**config.mk**
```make
export PLATFORM = sky130hd
export DESIGN_NAME = tmr_core
export DESIGN_NICKNAME = d
export VERILOG_FILES = /design/src/rtl/tmr_pkg.sv /design/src/rtl/tmr_prescaler.sv /design/src/rtl/tmr_sync.sv /design/src/rtl/tmr_counter.sv /design/src/rtl/tmr_core.sv
export SDC_FILE = /design/constraint.sdc
export NUM_CORES = 1
export LEC_CHECK = 0
export ABC_AREA = 1
export BUFFER_PORTS_ARGS = -buffer_cell sky130_fd_sc_hd__buf_2
export CAP_MARGIN = 5
export CELL_PAD_IN_SITES_DETAIL_PLACEMENT = 1
export CELL_PAD_IN_SITES_GLOBAL_PLACEMENT = 1
export CORE_MARGIN = 4
export CORE_UTILIZATION = 39
export DETAILED_ROUTE_END_ITERATION = 7
export PLACE_DENSITY_LB_ADDON = 0.3
export SYNTH_ARGS = -nofsm -noshare
export SYNTH_HDL_FRONTEND = slang
export SYNTH_SLANG_ARGS = --single-unit
```
**constraint.sdc**
```tcl
create_clock -name clk -period 2.31 [get_ports clk]
set_input_delay 0.5775 -clock clk [delete_from_list [all_inputs] [get_ports clk]]
set_output_delay 0.5775 -clock clk [all_outputs]
set_load 0.1 [all_outputs]
```
**src/rtl/tmr_pkg.sv**
```systemverilog
package tmr_pkg;
  typedef enum logic [1:0] {
    MODE_SHOT = 2'd0,
    MODE_FREE = 2'd1,
    MODE_CAPT = 2'd2,
    MODE_HOLD = 2'd3
  } tmr_mode_e;

  // Modes in which the down-counter advances on a tick
  function automatic logic mode_counts(tmr_mode_e m);
    return (m != MODE_HOLD);
  endfunction

  // Modes in which reaching the end of a period is an expiry event
  function automatic logic mode_expires(tmr_mode_e m);
    return (m == MODE_SHOT) || (m == MODE_FREE);
  endfunction
endpackage

```
**src/rtl/tmr_prescaler.sv**
```systemverilog
module tmr_prescaler #(
  parameter int PRE_W = 3
) (
  input  logic             clk,
  input  logic             rst_n,
  input  logic             en,
  input  logic             restart,
  input  logic [PRE_W-1:0] ps,
  output logic             tick
);
  localparam int PH_W = (1 << PRE_W) - 1;

  logic [PH_W-1:0] phase;
  logic [PH_W:0]   wide_mask;
  logic [PH_W-1:0] mask;

  // Low ps bits of the phase all ones marks the last cycle of a period
  always_comb begin
    wide_mask = ({{PH_W{1'b0}}, 1'b1} << ps) - 1'b1;
    mask      = wide_mask[PH_W-1:0];
    tick      = en && !restart && ((phase & mask) == mask);
  end

  always_ff @(posedge clk or negedge rst_n) begin
    if (!rst_n)              phase <= '0;
    else if (!en || restart) phase <= '0;
    else                     phase <= phase + 1'b1;
  end
endmodule

```
**src/rtl/tmr_sync.sv**
```systemverilog
module tmr_sync #(
  parameter int STAGES = 2
) (
  input  logic clk,
  input  logic rst_n,
  input  logic din,
  output logic rise
);
  logic [STAGES:0] chain;

  always_ff @(posedge clk or negedge rst_n) begin
    if (!rst_n) chain <= '0;
    else        chain <= {chain[STAGES-1:0], din};
  end

  assign rise = chain[STAGES-1] && !chain[STAGES];

  // An edge detector cannot report two rises on consecutive cycles
  assert_single_rise_R5: assert property (@(posedge clk) disable iff (!rst_n)
    rise |=> !rise);
endmodule

```
**src/rtl/tmr_counter.sv**
```systemverilog
module tmr_counter
  import tmr_pkg::*;
#(
  parameter int CNT_W  = 24,
  parameter int SHOT_W = 8
) (
  input  logic              clk,
  input  logic              rst_n,
  input  logic              en,
  input  logic              start,
  input  tmr_mode_e         mode,
  input  logic [CNT_W-1:0]  reload,
  input  logic [SHOT_W-1:0] shots,
  input  logic              tick,
  input  logic              cap_rise,
  input  logic              flag_clr,
  output logic [CNT_W-1:0]  count,
  output logic [CNT_W-1:0]  cap_value,
  output logic              expired,
  output logic              irq,
  output logic              exp_evt,
  output logic              cap_evt
);
  logic [CNT_W-1:0]  reload_eff;
  logic [SHOT_W-1:0] shots_eff;
  logic [SHOT_W-1:0] shots_left;
  logic              running;
  logic              step;
  logic              at_end;
  logic              last_shot;

  // Zero programming values are promoted to one
  function automatic logic [CNT_W-1:0] eff_reload(logic [CNT_W-1:0] v);
    return (v == '0) ? CNT_W'(1) : v;
  endfunction

  function automatic logic [SHOT_W-1:0] eff_shots(logic [SHOT_W-1:0] v);
    return (v == '0) ? SHOT_W'(1) : v;
  endfunction

  always_comb begin
    reload_eff = eff_reload(reload);
    shots_eff  = eff_shots(shots);
    step       = running && mode_counts(mode) && tick && !start;
    at_end     = step && (count <= CNT_W'(1));
    exp_evt    = at_end && mode_expires(mode);
    last_shot  = (mode == MODE_SHOT) && (shots_left <= SHOT_W'(1));
    cap_evt    = cap_rise && en && (mode == MODE_CAPT);
  end

  always_ff @(posedge clk or negedge rst_n) begin
    if (!rst_n) begin
      count      <= '0;
      shots_left <= '0;
      running    <= 1'b0;
    end else if (start) begin
      count      <= reload_eff;
      shots_left <= shots_eff;
      running    <= 1'b1;
    end else if (step) begin
      if (count <= CNT_W'(1)) begin
        if (last_shot) begin
          count   <= '0;
          running <= 1'b0;
        end else begin
          count <= reload_eff;
          if (mode == MODE_SHOT) shots_left <= shots_left - 1'b1;
        end
      end else begin
        count <= count - 1'b1;
      end
    end
  end

  always_ff @(posedge clk or negedge rst_n) begin
    if (!rst_n) begin
      cap_value <= '0;
      expired   <= 1'b0;
      irq       <= 1'b0;
    end else begin
      irq <= exp_evt || cap_evt;
      if (cap_evt)       cap_value <= count;
      if (exp_evt)       expired   <= 1'b1;
      else if (flag_clr) expired   <= 1'b0;
    end
  end

  assert_hold_disabled_R7: assert property (@(posedge clk) disable iff (!rst_n)
    (!en && !start) |=> $stable(count));

  assert_idle_zero_R4: assert property (@(posedge clk) disable iff (!rst_n)
    (!running && !start) |=> (count == '0));

  assert_hold_mode_R11: assert property (@(posedge clk) disable iff (!rst_n)
    (mode == MODE_HOLD && !start) |=> $stable(count));

  assert_cap_hold_R5: assert property (@(posedge clk) disable iff (!rst_n)
    !cap_evt |=> $stable(cap_value));

  assert_flag_on_expiry_R9: assert property (@(posedge clk) disable iff (!rst_n)
    exp_evt |=> expired);

  assert_irq_on_event_R10: assert property (@(posedge clk) disable iff (!rst_n)
    (exp_evt || cap_evt) |=> irq);
endmodule

```
**src/rtl/tmr_core.sv**
```systemverilog
module tmr_core
  import tmr_pkg::*;
#(
  parameter int CNT_W       = 24,
  parameter int PRE_W       = 3,
  parameter int SHOT_W      = 8,
  parameter int SYNC_STAGES = 2
) (
  input  logic              clk,
  input  logic              rst_n,
  input  logic              tmr_en,
  input  logic              tmr_start,
  input  logic [1:0]        tmr_mode,
  input  logic [PRE_W-1:0]  tmr_prescale,
  input  logic [CNT_W-1:0]  tmr_reload,
  input  logic [SHOT_W-1:0] tmr_shots,
  input  logic              flag_clr,
  input  logic              cap_in,
  output logic [CNT_W-1:0]  cnt_value,
  output logic [CNT_W-1:0]  cap_value,
  output logic              expired,
  output logic              irq
);
  tmr_mode_e mode;
  logic      tick;
  logic      cap_rise;
  logic      exp_evt;
  logic      cap_evt;

  assign mode = tmr_mode_e'(tmr_mode);

  tmr_prescaler #(.PRE_W(PRE_W)) u_pre (
    .clk(clk), .rst_n(rst_n), .en(tmr_en), .restart(tmr_start),
    .ps(tmr_prescale), .tick(tick)
  );

  tmr_sync #(.STAGES(SYNC_STAGES)) u_sync (
    .clk(clk), .rst_n(rst_n), .din(cap_in), .rise(cap_rise)
  );

  tmr_counter #(.CNT_W(CNT_W), .SHOT_W(SHOT_W)) u_cnt (
    .clk(clk), .rst_n(rst_n), .en(tmr_en), .start(tmr_start), .mode(mode),
    .reload(tmr_reload), .shots(tmr_shots), .tick(tick), .cap_rise(cap_rise),
    .flag_clr(flag_clr), .count(cnt_value), .cap_value(cap_value),
    .expired(expired), .irq(irq), .exp_evt(exp_evt), .cap_evt(cap_evt)
  );

  // A step needs enable, so a disabled timer raises no expiry
  assert_no_expiry_disabled_R7: assert property (@(posedge clk) disable iff (!rst_n)
    !tmr_en |-> !exp_evt);
endmodule

```
== After elaboration in Yosys (flattened, before gate mapping) ==
Index checks and enable logic that the tools add are counted.
Operators by class
  shifts and indexed selects: 1
  reductions and logical operators: 27
  $add $sub $neg: 4
  order comparisons: 2
  equal/unequal tests: 5
  bitwise gates (word level): 1
  mux-type cells: 18
Operators with widths (count)
  2-to-1 mux 24 bit: 5
  2-to-1 mux 8 bit: 6
  less-or-equal comparator 24 x 1 -> 1 bit, second input constant: 1
  zero test 24 bit: 1
  subtractor 24 x 1 -> 24 bit, second input constant: 1
  logical AND 1 bit: 11
  nonzero test 2 bit: 5
  less-or-equal comparator 8 x 1 -> 1 bit, second input constant: 1
  zero test 8 bit: 1
  subtractor 8 x 1 -> 8 bit, second input constant: 1
  adder 7 x 1 -> 7 bit, second input constant: 1
  bitwise AND 7 bit: 1
  equality test 7 bit: 1
  2-to-1 mux 7 bit: 1
  left shift 1 x 3 -> 7 bit, first input constant: 1
  subtractor 7 x 1 -> 7 bit, second input constant: 1
  2-to-1 mux 1 bit: 6
  inequality test 2 bit, second input constant: 2
  AND reduction 4 bit: 1
  zero test 1 bit: 3
  logical OR 1 bit: 3
  AND reduction 3 bit: 1
  equality test 2 x 1 -> 1 bit, second input constant: 1
  equality test 2 bit, second input constant: 1
  zero test 2 bit: 1
Storage, ports and cells
  word-level logic and storage cells: 66
  input bits: 43
  output and inout bits: 50
  register bits after elaboration: 69

== Longest topological paths before layout ==
  depth in word-level cells: 10
  mapped depth: 14
  depth with buffers taken out: 13

== Hierarchy ==
From an unflattened synthesis, not the netlist that was laid out.
Unflattened totals
  cell total of the unflattened synthesis: 653
  area, all modules: 4398.0 um^2
By module, submodules not included
  tmr_counter: cells each 597, area each 3930.0 um^2, times used 1
  tmr_prescaler: cells each 51, area each 382.9 um^2, times used 1
  tmr_sync: cells each 5, area each 85.1 um^2, times used 1

== Worst setup path after synthesis ==
No wires, ideal clock.
  path type: register to register
  from: register u_cnt.count[0]
  to: register u_cnt.count[7]
  setup time: 0.078 ns
  slack: -0.029 ns
  arrival: 2.261 ns
  cell stages (with the launch flop): 15
  required time: 2.232 ns
  cells stage by stage: dfrtp_1 -> inv_1 -> ha_1 -> inv_1 -> nand2_1 -> nand2_1 -> nor2_1 -> nand3_4 -> nand2_8 -> inv_2 -> buf_6 -> nand2_1 -> nand2_1 -> inv_1 -> a21oi_1
Between the ends
  longest elaborated chain between the ends: 4
Ends and longest elaborated chain
  from (decl): line tmr_counter.sv:17  | output logic [CNT_W-1:0] count,
  from (signal assigned): line tmr_counter.sv:57  | count <= reload_eff;
  from (signal assigned): line tmr_counter.sv:66  | count <= reload_eff;
  from (signal assigned): line tmr_counter.sv:70  | count <= count - 1'b1;
  subtractor 24 x 1 -> 24 bit / less-or-equal comparator 24 x 1 -> 1 bit (equally long branches): line tmr_counter.sv:70, tmr_counter.sv:61
  2-to-1 mux 24 bit *: line tmr_counter.sv:61  | if (count <= CNT_W'(1)) begin
  2-to-1 mux 24 bit *: line tmr_counter.sv:60  | end else if (step) begin
  2-to-1 mux 24 bit *: line tmr_counter.sv:56  | end else if (start) begin
Every way passes the cells marked *; elsewhere a longest branch is shown, timed or not. The select of a mux whose other input is x is not followed.
A chain may end at the register's enable or synchronous reset.

== Final worst setup path ==
  from: register u_cnt.count[0]
  to: register u_cnt.count[10]
Same word-level chain as after synthesis.

==> results.cfg <==
[synthesis]
synth_top_flop_cell = dfrtp_1
async_flop_share_pct = 100
synth.cell_area_um2 = 4130
syn_nets = 630
syn-mean-instance-area_um2 = 7.10
synth_edf_count = 0
synth-seq-cells = 69
synth_top_area_share_pct = 41.8
synth.distinct_cells = 35
yosysMostFrequentCell = nand2_1
yosys-top-cells-count = 154 x nand2_1, 93 x nor2_1, 69 x dfrtp_1
yosys_warnings = 0
syn_inst = 582
synth_area_leaders = dfrtp_1 42%, nand2_1 14%, nor2_1 8.4%
yosysSeqAreaShare_pct = 41.8
synth_top_cell_by_area = dfrtp_1

[worst_setup_path]
crit_chain = inv_1 -> ha_1 -> inv_1 -> nand2_1 -> nand2_1 -> nor2_2 -> nand3_4 -> nand2_8 -> nand2_4 -> clkinv_2 -> buf_4 -> nand3_1 -> a21oi_1
cp.arrival_ps = 2430
cp_max_fo = 9
critPathKind = reg2reg
crit_path_start_kind = register
critical_path.endpoint_type = register
crit_slowest_cell = dfrtp_2
cp_slowest_stage_delay_ps = 480
cp.required_ps = 2580

[final_layout]
stdcell_count = 825
fin_nets = 732
layout-drive-gt1-share_pct = 21.2
area_delta_synth_final_pct = 20.7
multi_input_area_um2 = 2050
fillers = 1394
regArea_um2 = 1730
diodes = 0

[floorplanning]
start_util_pct = 40.0
die_h_um = 111
dieArea_um2 = 12300
die_w_um = 111
io_pins = 93
core_area_um2 = 10300
rows = 37

[sta]
setup_tns_ps = 0
drv_slew = 0
hold_viol_final = 0
min_period_ps = 2150
period_share_pct = 93.3
maxSlewHeadroom_pct = 56.7
fin_ws_ps = 156
max_freq_mhz = 464
tightest_slew_ps = 647
skew_ps = 5.63
rsz0062_at_grt = no
setup_viol = 0
whs_ps = 240

[clock_network]
cts_made_buffers = 9
clkTransAtPathRegs_ps = 70
cts_root_buf = clkbuf_8
holdBufCountCts = 0
clock_latency_ps = 350
clock_sinks = 69
clockBufferDepth = 2
htreeDepth = 3
cts_tree = done

[routing]
dr_total_vias = 4217
wl_per_cell_um = 16.2
wl_um = 13300
vias_per_cell = 5.11
drtPass1Iterations = 4
drtIter0Drc = 213
drc = 0
ant_nets = 0

[grt]
antenna_found_initial = 0
grt_use_total_pct = 22.4
grt_max_degree = 70
grt_pass1_wl_um = 22400
grt_overflow_total = 0
grt_pass1_vias = 4282

[pwr]
p_per_area_nw_per_um2 = 914
leakage_uw = 0.00263
power_uw = 4560
peakVddDrop_mv = 0.510

[status]
outcome = completed

[placed_design]
numPortBuffers = 92
placed_cells = 807
pre_cts_slack_ps = 79.7
place_hpwl_um = 10400
gp_congestion = 0.892

[flow_run]
drv_cap = 0

[hold_path]
hold_path_class = in2async
## routing by layer
layer  share of wire (%)  track usage [%]
met1                  48             32.1
met2                  45             34.5
met3                 5.7             4.86
met4                 1.2             5.58
met5                   0                0
## logic make-up (layout without fill, tap and decap cells)
family,Yosys count,in the layout,synth area share (%)
AO/OA/AOI/OAI,63,63,8.09
flip-flops,69,69,41.8
AND/OR/NAND/NOR,347,347,37.2
multiplexers,3,3,0.818
buffers and inverters,86,193,8.69
XOR/XNOR,9,9,1.91
adder cells (fa/ha/maj),5,5,1.51
## flip-flops by register name, summed over array words and instances (netlist names)
signal / count
u_cnt.expired: 1
u_cnt.irq: 1
u_cnt.cap_value: 24
u_cnt.shots_left: 8
u_pre.phase: 7
u_cnt.count: 24
u_sync.chain: 3
u_cnt.running: 1
## power by group
group	leakage, uW	internal (uW)	switching [uW]	total (uW)
Combinational	0.00170	362	1700	2070
Clock	0.0000840	451	454	905
Sequential	0.000846	1400	187	1590
Total	0.00263	2210	2340	4560
## metrics by stage
step	utilization [%]	area, um2
2_1_floorplan	-	4130
3_3_place_gp	46.5	4800
3_5_place_dp	46.5	4800
4_1_cts	48.1	4970
5_1_grt	48.3	4990
6_report	48.3	4990
## worst max-delay path, delay by kind of cell, from the launching register on
kind / cells / cell delay (ps)
fa+ha+maj: 1 / 220
flops: 1 / 480
buf+inv: 4 / 470
simple gates: 7 / 690
compound gates: 1 / 200
## repair_timing
action                                  CTS  global route
setup buffers                             0             2
resized for setup                         0             1
endpoints found under the setup margin    0            16
hold endpoints to repair                  0             0
## cells in the final DEF (no fill, tap or decap), types with 9 or more instances in the layout
| master | netlist | layout |
|---|---|---|
| nand2_1 | 154 | 154 |
| nor2_1 | 93 | 92 |
| buf_2 | 4 | 92 |
| dfrtp_1 | 69 | 67 |
| inv_1 | 66 | 66 |
| nand3_1 | 60 | 60 |
| o21ai_0 | 35 | 35 |
| a21oi_1 | 21 | 21 |
| nand4_1 | 17 | 17 |
| buf_4 | 2 | 14 |
| clkbuf_8 | 0 | 11 |
| xor2_1 | 9 | 9 |
## path summary, 6_finish.rpt
kind	to	startpoint	depth (start not counted)	slack, ps
max in group asynchronous	u_cnt.count[0]	rst_n	2	1740
max	u_cnt.count[10]	u_cnt.count[0]	13	160
min reg2reg	u_sync.chain[1]	u_sync.chain[0]	0	360
max reg2reg	u_cnt.count[10]	u_cnt.count[0]	13	160
min in group clk	u_sync.chain[0]	cap_in	1	330
min	u_pre.phase[4]	rst_n	2	240
## cell type report
cell class / instances / share of cell area [%]
clock buffers: 15 / 3.34
repair buffers: 108 / 12.1
well taps: 136 / 3.41
inverters: 69 / 5.22
clock inverters: 1 / 0.151
multi-input cells: 427 / 41.1
flip-flops and latches: 69 / 34.7
Power figures use the tool's default switching activity.
